[src/rtl/serial_csr_pkg.sv]
package serial_csr_pkg;
  localparam int REG_W = 32;
  localparam int NREG  = 7;

  // register slots; slot index times four is the byte offset
  localparam int IDX_STAT = 0;
  localparam int IDX_DATA = 1;
  localparam int IDX_BAUD = 2;
  localparam int IDX_CA   = 3;
  localparam int IDX_CB   = 4;
  localparam int IDX_CC   = 5;
  localparam int IDX_GT   = 6;

  // status bits
  localparam int BIT_RXF = 5;
  localparam int BIT_TXD = 6;
  localparam int BIT_TXE = 7;
  // ctrl_a bits
  localparam int CA_RXE  = 2;
  localparam int CA_RXIE = 5;
  localparam int CA_EN   = 13;

  localparam logic [REG_W-1:0] STAT_RST     = 32'h0000_00C0;
  localparam logic [REG_W-1:0] STAT_OVR_MAX = 32'h0000_03FF;
  localparam logic [REG_W-1:0] TX_WR_LIMIT  = 32'h0000_F000;

  // status write: small values replace (tx_empty forced), large values AND-clear
  function automatic logic [REG_W-1:0] stat_write_merge(
    input logic [REG_W-1:0] cur, input logic [REG_W-1:0] val);
    if (val <= STAT_OVR_MAX) return val | (REG_W'(1) << BIT_TXE);
    return cur & val;
  endfunction

  function automatic logic tx_write_ok(input logic [REG_W-1:0] val);
    return val < TX_WR_LIMIT;
  endfunction
endpackage

[src/rtl/csr_decode.sv]
module csr_decode #(
  parameter int ADDR_W = 10,
  parameter int NSLOT  = 7
) (
  input  logic [ADDR_W-1:0] addr,
  output logic [NSLOT-1:0]  hit
);
  for (genvar g = 0; g < NSLOT; g++) begin : g_slot
    assign hit[g] = (addr == ADDR_W'(g * 4));
  end
endmodule

[src/rtl/rx_capture.sv]
module rx_capture #(
  parameter int BYTE_W = 8
) (
  input  logic              clk,
  input  logic              rst_n,
  input  logic              rx_valid,
  input  logic [BYTE_W-1:0] rx_data,
  input  logic              rx_full,
  input  logic              rx_on,
  output logic              rx_ready,
  output logic              acc_ev,
  output logic              drop_ev,
  output logic [BYTE_W-1:0] data_q
);
  logic take;
  assign rx_ready = ~rx_full;
  assign take     = rx_valid & rx_ready;
  assign acc_ev   = take & rx_on;
  assign drop_ev  = take & ~rx_on;

  always_ff @(posedge clk) begin
    if (!rst_n)      data_q <= '0;
    else if (acc_ev) data_q <= rx_data;
  end
endmodule

[src/rtl/tx_holding.sv]
module tx_holding #(
  parameter int BYTE_W = 8
) (
  input  logic              clk,
  input  logic              rst_n,
  input  logic              load,
  input  logic [BYTE_W-1:0] load_byte,
  input  logic              tx_ready,
  output logic              tx_valid,
  output logic [BYTE_W-1:0] tx_data
);
  always_ff @(posedge clk) begin
    if (!rst_n) begin
      tx_valid <= 1'b0;
      tx_data  <= '0;
    end else if (load) begin
      tx_valid <= 1'b1;
      tx_data  <= load_byte;
    end else if (tx_valid && tx_ready) begin
      tx_valid <= 1'b0;
    end
  end
endmodule

[src/rtl/stat_irq_ctl.sv]
module stat_irq_ctl
  import serial_csr_pkg::*;
(
  input  logic             clk,
  input  logic             rst_n,
  input  logic             stat_wr_ev,
  input  logic [REG_W-1:0] wdata,
  input  logic             dr_rd_ev,
  input  logic             tx_load_ev,
  input  logic             ctl_wr_ev,
  input  logic             ctl_new_ie,
  input  logic             acc_ev,
  input  logic             acc_irq_en,
  output logic [REG_W-1:0] stat_q,
  output logic             irq
);
  logic [REG_W-1:0] stat_d;
  logic             irq_d;

  // bus effect first, receive capture last
  always_comb begin
    stat_d = stat_q;
    irq_d  = irq;
    if (stat_wr_ev) begin
      stat_d = stat_write_merge(stat_q, wdata);
      if (!stat_d[BIT_RXF]) irq_d = 1'b0;
    end
    if (dr_rd_ev) begin
      stat_d[BIT_RXF] = 1'b0;
      irq_d = 1'b0;
    end
    if (tx_load_ev) stat_d[BIT_TXD] = 1'b1;
    if (ctl_wr_ev && ctl_new_ie && stat_d[BIT_RXF]) irq_d = 1'b1;
    if (acc_ev) begin
      stat_d[BIT_RXF] = 1'b1;
      if (acc_irq_en) irq_d = 1'b1;
    end
  end

  always_ff @(posedge clk) begin
    if (!rst_n) begin
      stat_q <= STAT_RST;
      irq    <= 1'b0;
    end else begin
      stat_q <= stat_d;
      irq    <= irq_d;
    end
  end
endmodule

[src/rtl/serial_csr.sv]
module serial_csr
  import serial_csr_pkg::*;
#(
  parameter int ADDR_W = 10,
  parameter int BYTE_W = 8
) (
  input  logic              clk,
  input  logic              rst_n,
  input  logic              bus_sel,
  input  logic              bus_wr,
  input  logic [ADDR_W-1:0] bus_addr,
  input  logic [REG_W-1:0]  bus_wdata,
  output logic [REG_W-1:0]  bus_rdata,
  input  logic              rx_valid,
  input  logic [BYTE_W-1:0] rx_data,
  output logic              rx_ready,
  output logic              tx_valid,
  output logic [BYTE_W-1:0] tx_data,
  input  logic              tx_ready,
  output logic              irq
);
  // named internal events for the checker
  logic [NREG-1:0]   hit;
  logic              wr_ev, rd_ev;
  logic              stat_wr_ev, dr_rd_ev, tx_load_ev, ctl_wr_ev;
  logic              acc_ev, drop_ev;
  logic              rx_on, rx_irq_en;
  logic [REG_W-1:0]  stat_q;
  logic [BYTE_W-1:0] data_q;
  logic [REG_W-1:0]  store_q [IDX_BAUD:NREG-1];
  logic [REG_W-1:0]  rd_val;

  csr_decode #(.ADDR_W(ADDR_W), .NSLOT(NREG)) u_dec (
    .addr(bus_addr), .hit(hit)
  );

  assign wr_ev      = bus_sel & bus_wr;
  assign rd_ev      = bus_sel & ~bus_wr;
  assign stat_wr_ev = wr_ev & hit[IDX_STAT];
  assign dr_rd_ev   = rd_ev & hit[IDX_DATA];
  assign tx_load_ev = wr_ev & hit[IDX_DATA] & tx_write_ok(bus_wdata);
  assign ctl_wr_ev  = wr_ev & hit[IDX_CA];

  assign rx_on     = store_q[IDX_CA][CA_EN] & store_q[IDX_CA][CA_RXE];
  assign rx_irq_en = store_q[IDX_CA][CA_RXIE];

  // plain stored words
  always_ff @(posedge clk) begin
    for (int i = IDX_BAUD; i < NREG; i++) begin
      if (!rst_n)              store_q[i] <= '0;
      else if (wr_ev && hit[i]) store_q[i] <= bus_wdata;
    end
  end

  rx_capture #(.BYTE_W(BYTE_W)) u_rx (
    .clk(clk), .rst_n(rst_n), .rx_valid(rx_valid), .rx_data(rx_data),
    .rx_full(stat_q[BIT_RXF]), .rx_on(rx_on), .rx_ready(rx_ready),
    .acc_ev(acc_ev), .drop_ev(drop_ev), .data_q(data_q)
  );

  tx_holding #(.BYTE_W(BYTE_W)) u_tx (
    .clk(clk), .rst_n(rst_n), .load(tx_load_ev),
    .load_byte(bus_wdata[BYTE_W-1:0]), .tx_ready(tx_ready),
    .tx_valid(tx_valid), .tx_data(tx_data)
  );

  stat_irq_ctl u_stat (
    .clk(clk), .rst_n(rst_n), .stat_wr_ev(stat_wr_ev), .wdata(bus_wdata),
    .dr_rd_ev(dr_rd_ev), .tx_load_ev(tx_load_ev), .ctl_wr_ev(ctl_wr_ev),
    .ctl_new_ie(bus_wdata[CA_RXIE]), .acc_ev(acc_ev),
    .acc_irq_en(rx_irq_en), .stat_q(stat_q), .irq(irq)
  );

  // read mux: unmatched offsets give zero
  always_comb begin
    rd_val = '0;
    if (hit[IDX_STAT]) rd_val = stat_q;
    if (hit[IDX_DATA]) rd_val = REG_W'(data_q);
    for (int i = IDX_BAUD; i < NREG; i++)
      if (hit[i]) rd_val = store_q[i];
  end

  always_ff @(posedge clk) begin
    if (!rst_n)     bus_rdata <= '0;
    else if (rd_ev) bus_rdata <= rd_val;
  end
endmodule

[config.mk]
export PLATFORM = sky130hd
export DESIGN_NAME = serial_csr
export DESIGN_NICKNAME = d
export VERILOG_FILES = /design/src/rtl/serial_csr_pkg.sv /design/src/rtl/csr_decode.sv /design/src/rtl/rx_capture.sv /design/src/rtl/tx_holding.sv /design/src/rtl/stat_irq_ctl.sv /design/src/rtl/serial_csr.sv
export SDC_FILE = /design/constraint.sdc
export NUM_CORES = 1
export LEC_CHECK = 0
export BUFFER_PORTS_ARGS = -buffer_cell sky130_fd_sc_hd__buf_2
export CAP_MARGIN = 15
export CELL_PAD_IN_SITES_DETAIL_PLACEMENT = 0
export CELL_PAD_IN_SITES_GLOBAL_PLACEMENT = 1
export CORE_ASPECT_RATIO = 0.75
export CORE_MARGIN = 2
export CORE_UTILIZATION = 24
export CTS_CLUSTER_DIAMETER = 150
export DETAILED_ROUTE_END_ITERATION = 10
export MAX_ROUTING_LAYER = met4
export PLACE_DENSITY = 0.46
export SYNTH_ARGS = -nofsm -noshare
export SYNTH_HDL_FRONTEND = slang
export SYNTH_HIERARCHICAL = 1
export SYNTH_SLANG_ARGS = --single-unit
export TNS_END_PERCENT = 100
[constraint.sdc]
create_clock -name clk -period 3.9 [get_ports clk]
set_input_delay 0.195 -clock clk [delete_from_list [all_inputs] [get_ports clk]]
set_output_delay 0.195 -clock clk [all_outputs]
set_load 0.02 [all_outputs]
==> After elaboration in Yosys (flattened, before gate mapping) <==
Memory sizes are Yosys's and may differ from the RTL's.
Cells that the tools add are included.
{ "classes": {"order_cmp": 2, "eq_ne": 6, "mux": 44, "n_bitwise": 19, "n_reduce_logical": 11} }
{ "op_table": {"columns": ["op", "count"], "rows": [
  ["2-to-1 mux 32 bit", 15],
  ["AND 32 bit", 1],
  ["<= comparator 32 x 10 -> 1 bit (second input constant)", 1],
  ["less-than comparator 32 x 16 -> 1 bit (second input constant)", 1],
  ["== test 10 x 5 -> 1 bit (second input constant)", 3],
  ["2-to-1 mux 1 bit", 28],
  ["== test 10 x 4 -> 1 bit (second input constant)", 2],
  ["AND 1 bit", 10],
  ["== test 10 x 3 -> 1 bit (second input constant)", 1],
  ["zero test 10 bit", 1],
  ["logical AND 1 bit", 8],
  ["2-to-1 mux 6 bit", 1],
  ["bitwise OR 1 bit", 5],
  ["inverter 1 bit", 3],
  ["nonzero test 2 bit", 1],
  ["OR reduction 2 bit", 1]
]} }
{ "word_totals": {"reg_bits": 82, "mem_bits_rw": 160, "in_bits": 56, "out_inout_bits": 43, "elab_cells": 91, "n_memories": 1} }
{ "memory_table": {"columns": ["name", "words", "width", "read_ports", "rd_clocked_by_memory_dff", "write_ports", "line_no", "text"], "rows": [
  ["store_q", 5, 32, 5, 0, 5, "serial_csr.sv:30", "logic [REG_W-1:0] store_q [IDX_BAUD:NREG-1];"]
]} }

==> Depth between registers and ports, before layout <==
{ "logic_depth": {"ltp_word": 11, "ltp_mapped": 10, "mapped_depth_nobuf": 7} }

==> Cells and area by module <==
The synthesis kept the hierarchy.
{ "modules_own_cells": {"columns": ["mod", "instances", "cells_per_inst", "area_each_um2", "seq_area_each_um2"], "rows": [
  ["serial_csr", 1, 669, 8496.9, 5445.2],
  ["stat_irq_ctl", 1, 97, 1199.9, 660.6],
  ["rx_capture", 1, 38, 341.6, 160.2],
  ["tx_holding", 1, 28, 335.3, 180.2],
  ["csr_decode", 1, 14, 83.8, 0.0]
]} }

==> Worst setup path after synthesis <==
OpenSTA, ideal clock, no wires.
{ "synth_timing": {"path_kind": "input port to flip-flop", "startpoint": "input bus_addr[1]", "endpoint": "register store_q[0][128] (netlist name)", "setup_ns": 0.389, "arrival_time_ns": 2.436, "required_ns": 3.511, "path_slack_ns": 1.074, "path_stages": 7, "n_path_buf": 3, "path_cell_list": "or4_1 > buf_2 > nor3_1 > clkbuf_1 > clkbuf_1 > nand2_1 > nand2_1"} }
{ "synth_lines": {"columns": ["element", "line_no", "text"], "rows": [
  ["start, declared", "serial_csr.sv:11", "input logic [ADDR_W-1:0] bus_addr,"]
]} }

==> Worst setup path after layout <==
{ "layout_timing": {"startpoint": "input bus_addr[1]", "endpoint": "register bus_rdata[29]"} }
{ "layout_between": {"elab_chain_len": 8, "elab_cells_between_ends": 14, "classes_between": "eq/ne (6); mux (7); reduce/logical (1)"} }
{ "layout_rtl": {"columns": ["element", "line_no", "text"], "rows": [
  ["zero test 10 bit", "csr_decode.sv:9", "assign hit[g] = (addr == ADDR_W'(g * 4));"],
  ["via hit[0]", "serial_csr.sv:23", "logic [NREG-1:0] hit;"],
  ["2-to-1 mux 32 bit", "serial_csr.sv:77", "if (hit[IDX_STAT]) rd_val = stat_q;"],
  ["2-to-1 mux 32 bit", "serial_csr.sv:78", "if (hit[IDX_DATA]) rd_val = REG_W'(data_q);"],
  ["2-to-1 mux 32 bit (5 in a row)", "serial_csr.sv:80", "if (hit[i]) rd_val = store_q[i];"],
  ["end signal, assigned", "serial_csr.sv:85", "else if (rd_ev) bus_rdata <= rd_val;"],
  ["end, declared", "serial_csr.sv:13", "output logic [REG_W-1:0] bus_rdata,"]
]} }
The timed path passes the listed nets, and every way through them passes these cells.
A chain may end at the register's enable or synchronous reset.

==> summary.md <==
| Metric | Value |
|---|---|
| Run status | `finished clean` |
| WS Path Type | `in -> reg` |
| Global-route wire length before repair | `49.4 mm` |
| RePlAce Congestion | `0.705` |
| Area of the multi-input gates | `0.00365 sq mm` |
| # hold bufs at CTS | `15` |
| Worst-case reg-to-reg path depth | `4` |
| Post-Syn Nets | `901` |
| Full die area | `0.0452 sq mm` |
| DR top layer | `met4` |
| Io pins | `99` |
| Worst endpoint required time | `4.37 ns` |
| Ant diodes | `0` |
| Die span in x | `245 microns` |
| Clk sinks | `242` |
| Clk_lat worst skew | `0.55 ns` |
| Worst-Margin Slew | `0.879 ns` |
| CTS Buffer Depth | `3` |
| Hpwl dp | `21.3 mm` |
| Core Area | `0.0432 sq mm` |
| Syn Inst Count | `845` |
| Initial antenna violation count | `0` |
| Final Hold Viols | `0` |
| Total gr overflow | `0` |
| Vias | `7361` |
| Setup WS post-layout | `1.27 ns` |
| CTS tree | `yes` |
| Largest net degree at the start of global routing | `64` |
| HP Class | `in -> reg` |
| Layout cells sized above 1 | `0.218` |
| RSZ-0062 raised after global routing | `no` |
| Fin nets | `1012` |
| Worst Skew | `0.00958 ns` |
| Crit-path max FO | `24` |
| Pre-CTS setup slack | `0.754 ns` |
| Post-CTS setup buffers | `0` |
| Vias in the first global route | `7343` |
| Setup TNS | `0 ns` |
| Setup violations, final | `0` |
| Met3 routed WL | `1.44 mm` |
| R2r setup slk | `2.30 ns` |
| IO Port Bufs | `98` |
| Met2 WL | `14.4 mm` |
| H-tree lvl count | `1` |
| Row count | `66` |
| Final min period | `2.63 ns` |
| Root Driver | `clkbuf_16` |
| Max VDD drop | `0.000342 V` |
| Min-delay src | `bus_wdata[20]` |
| Layout area overhead | `21.4%` |
| Drt initial violations | `466` |
| Synth Cell Area | `0.0105 sq mm` |
| Drt drc | `0` |
| WL final | `33.6 mm` |
| M1 WL | `17.2 mm` |
| RR Startpoint | `store_q[0][34]` |
| CP arrival | `3.10 ns` |
| Final Cycle Share | `0.675` |
| Routed len/inst | `21.6 microns` |
| Max-slew violations | `0` |
| Overall Global Routing Usage | `0.152` |
| Filler cells | `4438` |
| Leak | `4.46 nW` |
| Max cap viols | `0` |
| Worst-path clk slew | `0.06 ns` |
| Syn Area/Cell | `12.4 sq um` |
| Antenna Nets Post-Route | `0` |
| Hold depth | `2` |
| Hold Slack | `0.0245 ns` |
| First-pass DRT Iterations | `5` |
| CP startpoint kind | `primary input` |
| CP Capture Type | `flip-flop` |
| Worst hold endpoint | `u_stat/stat_q[20]` |
| Worst slew margin | `0.408` |
| Initial core utilization | `0.242` |
| Register area | `0.00645 sq mm` |
| Post_cts resized | `0` |
| Fmax | `380 MHz` |
| Total Power | `5.69 mW` |
| Synth warnings | `6` |
| DR vias/cell | `4.73` |
| Die height | `185 microns` |
| Pwr/cell area | `448 mW/mm^2` |
| Reg-to-Reg End | `u_stat/irq` |
| CTS Buf Count | `28` |
layout make-up:
cell class,count,share of cell area
Timing Repair Buffer,150,0.0755
Inverter,9,0.00266
Clock buffer,47,0.0657
Tap cell,578,0.0570
Clock inverter,5,0.00394
Sequential cell,242,0.508
Multi-Input combinational cell,525,0.287
per-stage QoR:
stage,util,std cells,cell area (sq um)
floorplan,-,845,10500
global placement,0.270,1489,11700
detailed placement,0.270,1489,11700
CTS,0.294,1556,12700
global route,0.294,1556,12700
finish,0.294,1556,12700
critical path, cell delays in order:
cell and delay, ns:
buf_2 0.09, or4_1 0.70, nor4_1 0.79, nor3b_4 0.30
buf_4 0.34, a221o_1 0.22, o2111ai_1 0.23, a31oi_1 0.23
worst max-delay path by stage:
stage / start / slack, ns / to
after CTS: bus_addr[1] / 1.32 / bus_rdata[29]
after global routing: bus_addr[1] / 1.16 / bus_rdata[6]
after floorplan: bus_addr[1] / 1.07 / store_q[0][128]
after detailed placement: bus_addr[1] / 0.75 / bus_rdata[29]
final: bus_addr[1] / 1.27 / bus_rdata[29]
after global placement: bus_addr[1] / 0.78 / bus_rdata[29]
metal layers:
metal  vias up  GRT usage
li1       3438          -
met1      3721      0.218
met2       166      0.225
met3        36     0.0265
met4         0     0.0295
met5         -          -
state kept, by name (all words and copies together), names as in the netlist:
| register | cells |
|---|---|
| bus_rdata | 32 |
| store_q | 160 |
| u_rx/data_q | 8 |
| u_stat/irq | 1 |
| u_stat/stat_q | 32 |
| u_tx/tx_data | 8 |
| u_tx/tx_valid | 1 |
cell usage in the layout (no fill, tap or decap), types with 14 or more instances in the layout:
cell / count
clkbuf_1: 14
nor2b_1: 18
dlygate4sd3_1: 15
nand2_1: 32
a22oi_1: 23
o2111ai_1: 25
edfxtp_1: 160
a31oi_1: 25
buf_4: 35
a221o_1: 25
a221oi_1: 14
mux2i_1: 16
and3_1: 15
clkbuf_16: 29
nand2b_1: 25
dfxtp_1: 82
buf_2: 97
and2_1: 163
o221a_2: 27
o21ai_0: 41
report_power, final:
part	internal (mW)	switching, mW	leakage [nW]	total, mW
Sequential	2.83	0.0369	2.18	2.86
Combinational	0.0765	0.174	1.84	0.251
Clock	1.51	1.06	0.432	2.57
Power figures use the tool's default switching activity.
